`config.mk`:
```
export PLATFORM = sky130hd
export DESIGN_NAME = shootdown_launcher
export DESIGN_NICKNAME = d
export VERILOG_FILES = /design/src/rtl/sdl_pkg.sv /design/src/rtl/sdl_pagecode.sv /design/src/rtl/sdl_datapath.sv /design/src/rtl/sdl_ctrl.sv /design/src/rtl/shootdown_launcher.sv
export SDC_FILE = /design/constraint.sdc
export NUM_CORES = 1
export LEC_CHECK = 0
export BUFFER_PORTS_ARGS = -buffer_cell sky130_fd_sc_hd__clkbuf_2
export CORE_ASPECT_RATIO = 1.5
export CORE_MARGIN = 4
export CORE_UTILIZATION = 30
export DETAILED_ROUTE_END_ITERATION = 7
export PLACE_DENSITY = 0.59
export SLEW_MARGIN = 20
export SYNTH_ARGS = -nofsm -noshare
export SYNTH_HDL_FRONTEND = slang
export SYNTH_SLANG_ARGS = --single-unit
```
`constraint.sdc`:
```
create_clock -name clk -period 5.05 [get_ports clk]
set_input_delay 0 -clock clk [delete_from_list [all_inputs] [get_ports clk]]
set_output_delay 0 -clock clk [all_outputs]
set_load 0.1 [all_outputs]
```
`src/rtl/sdl_pkg.sv`:
```
package sdl_pkg;
  localparam int DATA_W = 64;
  localparam int VA_SHIFT = 12;
  localparam int PEND_BIT = 63;

  localparam logic [1:0] OFF_AVA    = 2'd0;
  localparam logic [1:0] OFF_LAUNCH = 2'd1;
  localparam logic [1:0] OFF_STATUS = 2'd2;

  // launch word field positions
  localparam int B_R      = 0;
  localparam int B_PRS    = 1;
  localparam int B_RIC    = 2;
  localparam int B_IS     = 4;
  localparam int B_SINGLE = 6;
  localparam int B_AP     = 7;
  localparam int B_PID    = 12;

  typedef enum logic [2:0] {
    ST_IDLE, ST_AVA, ST_LAUNCH, ST_POLL, ST_OK, ST_TMO
  } sdlState_t;

  typedef struct packed {
    logic captureReq;
    logic loadTimer;
    logic tickTimer;
    logic selLaunch;
  } sdlStrobe_t;
endpackage

```
`src/rtl/sdl_pagecode.sv`:
```
module sdl_pagecode (
  input  logic [63:0] pageBytes,
  output logic [2:0]  code
);
  always_comb begin
    case (pageBytes)
      64'h0000_0000_0000_1000: code = 3'b000;
      64'h0000_0000_0020_0000: code = 3'b001;
      64'h0000_0000_4000_0000: code = 3'b010;
      default:                 code = 3'b101;
    endcase
  end
endmodule

```
`src/rtl/sdl_datapath.sv`:
```
module sdl_datapath
  import sdl_pkg::*;
#(
  parameter int PID_W = 20,
  parameter int TMO_W = 16
) (
  input  logic              clk,
  input  logic              rstN,
  input  sdlStrobe_t        stb,
  input  logic [PID_W-1:0]  reqPid,
  input  logic [63:0]       reqAddr,
  input  logic [63:0]       reqPageSize,
  input  logic [TMO_W-1:0]  timeoutLimit,
  output logic              inAddrNonZero,
  output logic              timerZero,
  output logic [DATA_W-1:0] busWdata
);
  localparam int VA_W = DATA_W - VA_SHIFT;

  logic [2:0]       pageCode;
  logic [PID_W-1:0] pidQ;
  logic [VA_W-1:0]  vaQ;
  logic             hasAddrQ;
  logic [2:0]       codeQ;
  logic [TMO_W-1:0] timerQ;
  logic [DATA_W-1:0] launchWord;
  logic [DATA_W-1:0] avaWord;

  sdl_pagecode u_pagecode (
    .pageBytes(reqPageSize),
    .code     (pageCode)
  );

  assign inAddrNonZero = |reqAddr;

  always_ff @(posedge clk) begin
    if (!rstN) begin
      pidQ     <= '0;
      vaQ      <= '0;
      hasAddrQ <= 1'b0;
      codeQ    <= 3'b000;
      timerQ   <= '0;
    end else begin
      if (stb.captureReq) begin
        pidQ     <= reqPid;
        vaQ      <= reqAddr[DATA_W-1:VA_SHIFT];
        hasAddrQ <= inAddrNonZero;
        codeQ    <= pageCode;
      end
      if (stb.loadTimer)
        timerQ <= timeoutLimit;
      else if (stb.tickTimer && (timerQ != '0))
        timerQ <= timerQ - 1'b1;
    end
  end

  assign timerZero = (timerQ == '0);

  always_comb begin
    launchWord = '0;
    launchWord[B_R]          = 1'b1;
    launchWord[B_PRS]        = 1'b1;
    launchWord[B_RIC +: 2]   = 2'b10;
    launchWord[B_IS +: 2]    = hasAddrQ ? 2'b00 : 2'b01;
    launchWord[B_SINGLE]     = ~hasAddrQ;
    launchWord[B_AP +: 3]    = codeQ;
    launchWord[B_PID +: PID_W] = pidQ;
  end

  assign avaWord  = {{VA_SHIFT{1'b0}}, vaQ};
  assign busWdata = stb.selLaunch ? launchWord : avaWord;
endmodule

```
`src/rtl/sdl_ctrl.sv`:
```
module sdl_ctrl
  import sdl_pkg::*;
(
  input  logic       clk,
  input  logic       rstN,
  input  logic       reqValid,
  input  logic       baseValid,
  input  logic       inAddrNonZero,
  input  logic       timerZero,
  input  logic       busReady,
  input  logic       statusPending,
  output logic       reqReady,
  output sdlStrobe_t stb,
  output logic       busValid,
  output logic       busWrite,
  output logic [1:0] busOffset,
  output logic       done,
  output logic       timedOut
);
  sdlState_t state, stateNext;

  always_ff @(posedge clk) begin
    if (!rstN) state <= ST_IDLE;
    else       state <= stateNext;
  end

  always_comb begin
    stateNext = state;
    stb       = '0;
    busValid  = 1'b0;
    busWrite  = 1'b0;
    busOffset = OFF_AVA;
    case (state)
      ST_IDLE: begin
        if (reqValid) begin
          stb.captureReq = 1'b1;
          if (!baseValid)         stateNext = ST_OK;
          else if (inAddrNonZero) stateNext = ST_AVA;
          else                    stateNext = ST_LAUNCH;
        end
      end
      ST_AVA: begin
        busValid  = 1'b1;
        busWrite  = 1'b1;
        busOffset = OFF_AVA;
        if (busReady) stateNext = ST_LAUNCH;
      end
      ST_LAUNCH: begin
        busValid      = 1'b1;
        busWrite      = 1'b1;
        busOffset     = OFF_LAUNCH;
        stb.selLaunch = 1'b1;
        if (busReady) begin
          stb.loadTimer = 1'b1;
          stateNext     = ST_POLL;
        end
      end
      ST_POLL: begin
        busValid      = 1'b1;
        busOffset     = OFF_STATUS;
        stb.tickTimer = 1'b1;
        if (busReady) begin
          if (!statusPending) stateNext = ST_OK;
          else if (timerZero) stateNext = ST_TMO;
        end
      end
      ST_OK:   stateNext = ST_IDLE;
      ST_TMO:  stateNext = ST_IDLE;
      default: stateNext = ST_IDLE;
    endcase
  end

  assign reqReady = (state == ST_IDLE);
  assign done     = (state == ST_OK);
  assign timedOut = (state == ST_TMO);
endmodule

```
`src/rtl/shootdown_launcher.sv`:
```
module shootdown_launcher
  import sdl_pkg::*;
#(
  parameter int PID_W = 20,
  parameter int TMO_W = 16
) (
  input  logic             clk,
  input  logic             rstN,
  input  logic             baseValid,
  input  logic             reqValid,
  output logic             reqReady,
  input  logic [PID_W-1:0] reqPid,
  input  logic [63:0]      reqAddr,
  input  logic [63:0]      reqPageSize,
  input  logic [TMO_W-1:0] timeoutLimit,
  output logic             busValid,
  output logic             busWrite,
  output logic [1:0]       busOffset,
  output logic [63:0]      busWdata,
  input  logic             busReady,
  input  logic [63:0]      busRdata,
  output logic             done,
  output logic             timedOut
);
  sdlStrobe_t stb;
  logic inAddrNonZero;
  logic timerZero;
  logic rdUnused;

  assign rdUnused = ^busRdata[PEND_BIT-1:0];

  sdl_ctrl u_ctrl (
    .clk          (clk),
    .rstN         (rstN),
    .reqValid     (reqValid),
    .baseValid    (baseValid),
    .inAddrNonZero(inAddrNonZero),
    .timerZero    (timerZero),
    .busReady     (busReady),
    .statusPending(busRdata[PEND_BIT]),
    .reqReady     (reqReady),
    .stb          (stb),
    .busValid     (busValid),
    .busWrite     (busWrite),
    .busOffset    (busOffset),
    .done         (done),
    .timedOut     (timedOut)
  );

  sdl_datapath #(.PID_W(PID_W), .TMO_W(TMO_W)) u_dp (
    .clk          (clk),
    .rstN         (rstN),
    .stb          (stb),
    .reqPid       (reqPid),
    .reqAddr      (reqAddr),
    .reqPageSize  (reqPageSize),
    .timeoutLimit (timeoutLimit),
    .inAddrNonZero(inAddrNonZero),
    .timerZero    (timerZero),
    .busWdata     (busWdata)
  );
endmodule

```
# Word level (Yosys, flattened, before mapping)
# Index checks and enable logic that the tools add are counted.
# word_totals
ff_bits	95
input_bits	233
out_inout_bits	71
elab_cells	53
# classes
addsub	1
eq_ne	13
mux	23
bitwise_logic	1
n_reduce_logical	9
# op_table
op	n
$eq A64 B13 Y1 const B	1
$eq A64 B22 Y1 const B	1
$eq A64 B31 Y1 const B	1
$reduce_or A64 Y1	1
$mux W52	1
$mux W16	2
$mux W3	7
$logic_not A16 Y1	1
$reduce_bool A16 Y1	1
$sub A16 B1 Y16 const B	1
$pmux W3 S4	1
$mux W1	9
$pmux W3 S3	1
$ne A2 B2 Y1 const B	4
$eq A3 B2 Y1 const B	2
$eq A3 B3 Y1 const B	2
$reduce_and A5 Y1	1
$pmux W2 S2	1
$eq A3 B1 Y1 const B	1
$logic_not A3 Y1	1
$ne A3 B3 Y1 const B	1
$reduce_or A3 Y1	1
$mux W2	1
$reduce_bool A2 Y1	1
3 further kinds	3

# Depth between registers and ports, before layout
# Gate-level depths: netlist of the first run.
# depth
word_depth	5
ltp_mapped	8
depth_no_buf	7

# By module
# Synthesis of the first run repeated with hierarchy kept, for this count alone.
# unflattened
cells_unflattened	526
hier_area_um2	4986.0
# by_module_without_submodules
module	instances	cells_each	area_per_inst_um2	seq_area_each_um2
sdl_datapath	1	459	4489.3	1841.8
sdl_ctrl	1	39	309.0	60.1
sdl_pagecode	1	28	187.7	0.0

# Worst setup path before layout of the first run
# Ideal clock, no wire load.
# synth_timing
path_kind	register to register
start	reg u_ctrl.state[0]
end	reg u_dp.pidQ[19]
setup_time_ps	132
arrival_time_ps	3768
required_time_ps	4918
setup_slack_ps	1150
path_stages_with_launch	7
path_buffers	2
period_less_slack_ps	3900
cell_sequence	dfxtp_1 -> clkbuf_1 -> nor3_1 -> nand2_1 -> clkbuf_1 -> nand2_1 -> a21oi_1
# synth_via
elab_chain_cells	2
# synth_lines
element	line	source
start: declaration	sdl_ctrl.sv:20	sdlState_t state, stateNext;
start signal: assignment	sdl_ctrl.sv:24	else state <= stateNext;
$logic_not A3 Y1	--	
via reqReady	shootdown_launcher.sv:11	output logic reqReady,
$mux W1	sdl_ctrl.sv:33	case (state)
end signal: assignment	sdl_datapath.sv:45	pidQ <= reqPid;
end: declaration	sdl_datapath.sv:21	logic [PID_W-1:0] pidQ;
# The timed path passes the listed nets, and every way through them passes these cells.
# A chain may end at the register's enable or synchronous reset.

# Worst setup path after layout of the first run
# layout_timing
start	reg u_ctrl.state[2]
end	reg u_dp.timerQ[1]
# layout_via
elab_chain_cells	4
word_cells_on_any_way	7
classes_between	eq/ne: 2; mux: 3; reduce/logical: 2
# layout_lines
element	line	source
$eq A3 B2 Y1	sdl_ctrl.sv:33	
$mux W1	sdl_ctrl.sv:33	
$logic_and A1 B1 Y1	sdl_datapath.sv:52	else if (stb.tickTimer && (timerQ != '0))
$reduce_bool A2 Y1 (no source line)	--	
end signal: assignment	sdl_datapath.sv:51	timerQ <= timeoutLimit;
end signal: assignment	sdl_datapath.sv:53	timerQ <= timerQ - 1'b1;
end: declaration	sdl_datapath.sv:25	logic [TMO_W-1:0] timerQ;
# Several ways; a longest one is shown, not always the timed one.

==> impl_metrics.ini, run 1 <==
[outcome]
status = finished, final reports clean

[yosys]
synth-async-reset-ratio_pct = 0
ys_dominant_reg_cell = dfxtp_1
synth.cell_area_sq_mm = 0.00459
synth_edf_count = 0
synth-seq-area-share_pct = 41.5
synth.distinct_cells = 37
synth.mux.area_fraction_pct = 0
synth_xor_area_share_pct = 2.86
synth_top_family_by_area = simple AND/OR/NAND/NOR gates
synth_warnings = 0
syn_avg_cell_area_sq_um = 7.10
synth_compound_area_share_pct = 13.9
synthAdderAreaFrac_pct = 0.546
synth-seq-cells = 95
yosys.area_share.simple_pct = 35.6
netlist_instances = 646

[finish]
areaGrowthSynthToFinish_pct = 52.7
nNetsFinal = 1174
final_common_cell = clkbuf_2
drive_above_1_share_pct = 26.8
multi_input_area_sq_mm = 0.00247
layout_common_cells = 228 x clkbuf_2, 225 x nand2_1, 95 x dfxtp_1, 94 x a21oi_1, 90 x dlygate4sd3_1
antenna_cells = 0
layout.area.seq_sq_mm = 0.00190
fin_util_pct = 46.5
nFillCells = 1556
post-route-cell-area_sq_mm = 0.00700

[global_route]
grt_max_degree = 77
track_usage_pct = 18.2
grt_antenna_before_repair = 0
grt_pass1_vias = 5335
grt.overflow.total = 0
grt_pass1_wl_um = 25300

[drt]
wl_per_cell_um = 13.8
vias = 5353
drc = 0
avgViaCountPerCell = 4.68
wirelength_um = 15800
drtIter0Drc = 282
dr.pass1.iters = 5
ant_nets = 0

[cts]
cts.sinks = 95
cts_tree = done
htreeDepth = 3
post_cts_buffers = 0
clkTransAtPathRegs_ns = 0.06
post_cts_resize_count = 0
cts_made_buffers = 9
clk_latency_ns = 0.34
clk_path_buf_depth = 2
root_buffer = clkbuf_16

[timing]
min_period_ns = 2.50
whs_ns = 0.0188
worst-slew-pin-transition_ns = 0.937
setup_viol = 0
maxSlewViolCount = 0
rsz0062_at_grt = false
finalCritPeriodShare_pct = 49.6
fin_skew_ns = 0.00955
finalHoldViolations = 0
tns_ns = 0
maxClockFrequency_ghz = 0.399
max-slew-margin-rel_pct = 37.4

[min_path]
hp-class = input pin to flip-flop
hold_depth = 3
whs_endpoint = u_ctrl.state[2]
min_from = busRdata[63]

[worst_setup_path]
worst-endpoint-required_ns = 5.29
reg2reg_to = u_dp.timerQ[1]
critPathArrivalTime_ns = 2.74
cp_cell_sequence = nor2_1 -> nand2_2 -> buf_4 -> inv_2 -> nand2_1 -> nand3_1 -> o221ai_1
r2r_start = u_ctrl.state[2]
slowest_delay_ns = 0.70
slowest_stage = nand2_1
cp-end-kind = flip-flop
reg2reg_slack_ns = 2.55
startpoint = u_ctrl.state[2]
startpoint_type = flip-flop
worstRegToRegCells = 7
path_class = flip-flop to flip-flop
worstPathMaxFanout = 55

[placed_design]
place_congestion = 0.848
dpl-instance-area_sq_mm = 0.00582
port_buffers = 228
hpwl_um = 10900

[die]
die_w_um = 109
rows = 55
dieArea_sq_mm = 0.0174
ios = 304
die_h_um = 159
core_sq_mm = 0.0151
start_util_pct = 30.4

[power_and_ir_drop]
p_per_area_mw_per_mm2 = 318
ir_drop_v = 0.000154
leakage_nw = 3.16

[run]
cap_viol_max_count = 0
==> repair_timing <==
item / in CTS / in global routing
hold endpoints to repair: 90 / 0
setup endpoints to repair: 0 / 0
hold buffers: 90 / 0
==> through the flow <==
stage          power, mW  instances  setup slack [ns]
2_1_floorplan       1.38        657              1.15
3_3_place_gp        1.54       1037              2.56
3_5_place_dp        1.54       1037              2.52
4_1_cts             2.26       1143              2.52
5_1_grt             2.35       1143              2.20
6_report            2.23       1143              2.55
==> cells by family (layout without fill, tap and decap cells) <==
| logic type | after synthesis | after routing |
|---|---|---|
| other cells | 1 | 12 |
| compound gates | 122 | 122 |
| fa+ha+maj | 2 | 2 |
| buf+inv | 56 | 343 |
| flops | 95 | 95 |
| xor+xnor | 15 | 15 |
| simple gates | 355 | 355 |
==> cells in the mapped netlist (all sizes together) (2+ instances only) <==
cell	number	share of area, %
o21ai	20	2.2
dfxtp	95	41
a21oi	94	10
and3b	2	0.38
clkbuf	39	3.2
nor3	12	1.3
nor4	37	5.0
nor2b	3	0.41
and2	25	3.4
a31oi	2	0.27
nand3	7	0.76
inv	4	0.33
a211oi	2	0.33
nand2	227	19
xnor2	15	2.9
nor2	16	1.3
or4	2	0.33
nand4	7	0.95
buf	13	2.0
nand2b	8	1.1
ha	2	0.55
nor3b	2	0.33
==> power by group <==
| part | internal (mW) | total [mW] | switching (mW) |
|---|---|---|---|
| clock | 0.352 | 0.652 | 0.300 |
| sequential | 0.804 | 0.835 | 0.0306 |
| combinational | 0.192 | 0.742 | 0.550 |
| total | 1.35 | 2.23 | 0.880 |
==> layout make-up <==
class | count | area share, %
Clock buffer | 11 | 3.47
Clock inverter | 5 | 0.589
Inverter | 4 | 0.214
Multi-Input combinational cell | 506 | 35.3
Sequential cell | 95 | 27.2
Tap cell | 199 | 3.55
Timing Repair Buffer | 323 | 29.7
==> worst max-delay path: cells and delay by family, from the launching register on <==
| family | cells | cell delay, ns |
|---|---|---|
| flip-flops | 1 | 0.60 |
| AO/OA/AOI/OAI | 1 | 0.20 |
| buffers and inverters | 2 | 0.56 |
| AND/OR/NAND/NOR | 4 | 1.04 |
==> sequential cells by signal, summed over array words and instances, names as in the netlist <==
name / count
u_dp.vaQ: 52
u_dp.pidQ: 20
u_dp.timerQ: 16
u_ctrl.state: 3
u_dp.codeQ: 3
u_dp.hasAddrQ: 1
==> worst max path at each step <==
stage                          end  slack, ns  cells past startpoint
finish              u_dp.timerQ[1]       2.55                      7
global route        u_dp.timerQ[0]       2.20                      7
CTS                 u_dp.timerQ[1]       2.52                      7
detailed placement  u_dp.timerQ[1]       2.52                      7
global placement    u_dp.timerQ[1]       2.56                      7
floorplan            u_dp.pidQ[19]       1.15                      6
==> per-layer routing <==
layer / global-route usage [%] / vias to the layer above / share of wire, % / wire length (um)
met3: 3.00 / 33 / 5.7 / 900
met5: 0 / - / 0 / 0
li1: - / 2742 / - / -
met1: 20.9 / 2377 / 39 / 6200
met4: 7.75 / 0 / 3.2 / 499
met2: 32.3 / 201 / 52 / 8200
Note: power is estimated with default switching activity, not from simulation.
==> run 2: changes to the inputs <==
--- a/config.mk
+++ b/config.mk
@@ -5,6 +5,7 @@
 export SDC_FILE = /design/constraint.sdc
 export NUM_CORES = 1
 export LEC_CHECK = 0
+export ABC_AREA = 1
 export BUFFER_PORTS_ARGS = -buffer_cell sky130_fd_sc_hd__clkbuf_2
 export CORE_ASPECT_RATIO = 1.5
 export CORE_MARGIN = 4
==> constraint.sdc (replaced) <==
create_clock -name clk -period 2.17 [get_ports clk]
set_input_delay 0 -clock clk [delete_from_list [all_inputs] [get_ports clk]]
set_output_delay 0 -clock clk [all_outputs]
set_load 0.1 [all_outputs]
==> impl_metrics.ini, run 2 <==
[outcome]
status = finished, final reports clean

[timing]
setup_viol = 0
finalCritPeriodShare_pct = 89.2
min_period_ns = 1.94
max-slew-margin-rel_pct = 63.0
worst-slew-pin-transition_ns = 0.557
finalHoldViolations = 0
rsz0062_at_grt = false
layout_setup_ws_ns = 0.235
maxClockFrequency_ghz = 0.517
maxSlewViolCount = 0
fin_skew_ns = 0.0157

[worst_setup_path]
critPathArrivalTime_ns = 1.94
startpoint_type = flip-flop
cp-end-kind = primary output
worst-endpoint-required_ns = 2.17
worstPathMaxFanout = 43
path_class = flip-flop to primary output

[die]
start_util_pct = 30.8
core_sq_mm = 0.0164
rows = 57
die_w_um = 114
die_h_um = 167
ios = 304
dieArea_sq_mm = 0.0190

[yosys]
synth-async-reset-ratio_pct = 0
syn_avg_cell_area_sq_um = 6.39
synth_edf_count = 0
yosys.area_share.simple_pct = 28.4
synth-seq-area-share_pct = 37.6
synthTopCellsByArea = dfxtp_1 38%, nor2_1 15%, nand2_1 10%, o21ai_0 7.6%, a21oi_1 6.6%
synth.mux.area_fraction_pct = 0
yosysTopAreaCell = dfxtp_1
synth_warnings = 0
synth_xor_area_share_pct = 0.866
synth_top_cell_area_share_pct = 37.6
synth-seq-cells = 95
synth.distinct_cells = 33
netlist_top_cells_count = 196 x nor2_1, 138 x nand2_1, 95 x dfxtp_1
synthAdderAreaFrac_pct = 0.495
yosysMostFrequentCell = nor2_1
synth_top_family_by_area = simple AND/OR/NAND/NOR gates
synth_compound_area_share_pct = 20.1
synth.cell_area_sq_mm = 0.00506
netlist_instances = 791
ys_dominant_reg_cell = dfxtp_1

[finish]
fin_cells = 1294
antenna_cells = 0
multi_input_area_sq_mm = 0.00267
nFillCells = 1679
areaGrowthSynthToFinish_pct = 58.4
nNetsFinal = 1318
largestRegisters = u_dp.vaQ x52, u_dp.pidQ x20, u_dp.timerQ x16
layout_common_cells = 191 x clkbuf_2, 177 x nor2_1, 138 x nand2_1, 95 x dfxtp_1, 82 x dlygate4sd3_1
largest_reg_flops = 52
largest_register = u_dp.vaQ
fin_util_pct = 48.8
drive_above_1_share_pct = 27.1
layout.area.seq_sq_mm = 0.00190
final_common_cell = clkbuf_2

[drt]
wirelength_um = 17000
vias = 5836
avgViaCountPerCell = 4.51
wl_per_cell_um = 13.1
drc = 0
dr.pass1.iters = 4
ant_nets = 0
drtIter0Drc = 211

[power_and_ir_drop]
p_per_area_mw_per_mm2 = 1190
ir_drop_v = 0.000779
leakage_nw = 3.75
fin_total_pwr_mw = 9.51

[cts]
root_buffer = clkbuf_16
cts_made_buffers = 9
htreeDepth = 3
hold_buffers = 82
post_cts_resize_count = 0
clk_latency_ns = 0.35
post_cts_buffers = 0
cts_tree = done
clkTransAtPathRegs_ns = 0.07
cts.sinks = 95
clk_path_buf_depth = 2

[global_route]
grt_antenna_before_repair = 0
grt_max_degree = 68
track_usage_pct = 17.5
grt_pass1_vias = 5717
grt.overflow.total = 0
grt_pass1_wl_um = 27100

[placed_design]
pre_cts_ws_ns = 0.418
place_inst = 1196
place_congestion = 0.850
port_buffers = 228
hpwl_um = 12200

[min_path]
hp-class = input pin to flip-flop

[run]
cap_viol_max_count = 0
==> run 2: cell count changes in the layout (fill, tap and decap cells not counted), moves of 25 or more <==
cell      previous run  this run
inv_1                2        74
nor4_1              37         0
nand2_1            225       138
a21oi_1             94        67
and2_1              25         0
buf_12               0        34
clkbuf_2           228       191
nor2_1              16       177
o21ai_1              2        52
o21ai_0             18        63
==> run 2: path summary, 6_finish.rpt <==
path / from / end / slack [ns] / cells past startpoint
setup / recovery: u_ctrl.state[2] / busWdata[25] / 0.23 / 6
hold / removal: reqAddr[19] / u_dp.vaQ[7] / 0.004 / 3
hold reg to reg: u_dp.pidQ[11] / u_dp.pidQ[11] / 0.45 / 2
setup reg to reg: u_ctrl.state[1] / u_dp.vaQ[51] / 0.42 / 9
==> run 2: logic make-up after synthesis <==
kind of cell / Yosys count
XOR/XNOR: 5
flip-flops: 95
adder cells (fa/ha/maj): 2
AND/OR/NAND/NOR: 361
other: 1
AO/OA/AOI/OAI: 198
buffers and inverters: 129
==> run 2: worst max-delay path: stages (launching register included) <==
cell and delay [ns]:
dfxtp_1 0.48, inv_2 0.10, nand3_4 0.10, buf_12 0.21, nand2_1 0.08, o21ai_1 0.11
clkbuf_2 0.49
==> run 2: layout make-up <==
class | instances | area share, %
multi-input cells | 578 | 33.4
repair buffers | 320 | 31.9
flip-flops and latches | 95 | 23.7
inverters | 79 | 3.73
well taps | 206 | 3.22
clock buffers | 9 | 2.81
clock inverters | 7 | 1.22
==> run 2: power breakdown <==
part / switching [mW] / internal (mW)
registers: 0.157 / 2.11
logic: 3.95 / 1.57
clock network: 0.799 / 0.934
==> run 2: layer usage <==
metal,vias to the layer above,global-route usage [%],part of all wire [%]
met4,0,7.18,2.8
met5,-,0,0
met2,195,30.6,51
met1,2536,20.2,40
met3,37,4.25,6.9
li1,3068,-,-
==> run 2: metrics by stage <==
step / hold slack (ns) / setup TNS, ns / instance area (sq um)
final: 0.00416 / 0 / 8010
after global routing: 0.0532 / 0 / 8010
after global placement: 0.245 / 0 / 6870
after detailed placement: 0.251 / 0 / 6870
after CTS: 0.00555 / 0 / 8010
after floorplan: 0.135 / -9.41 / 5210
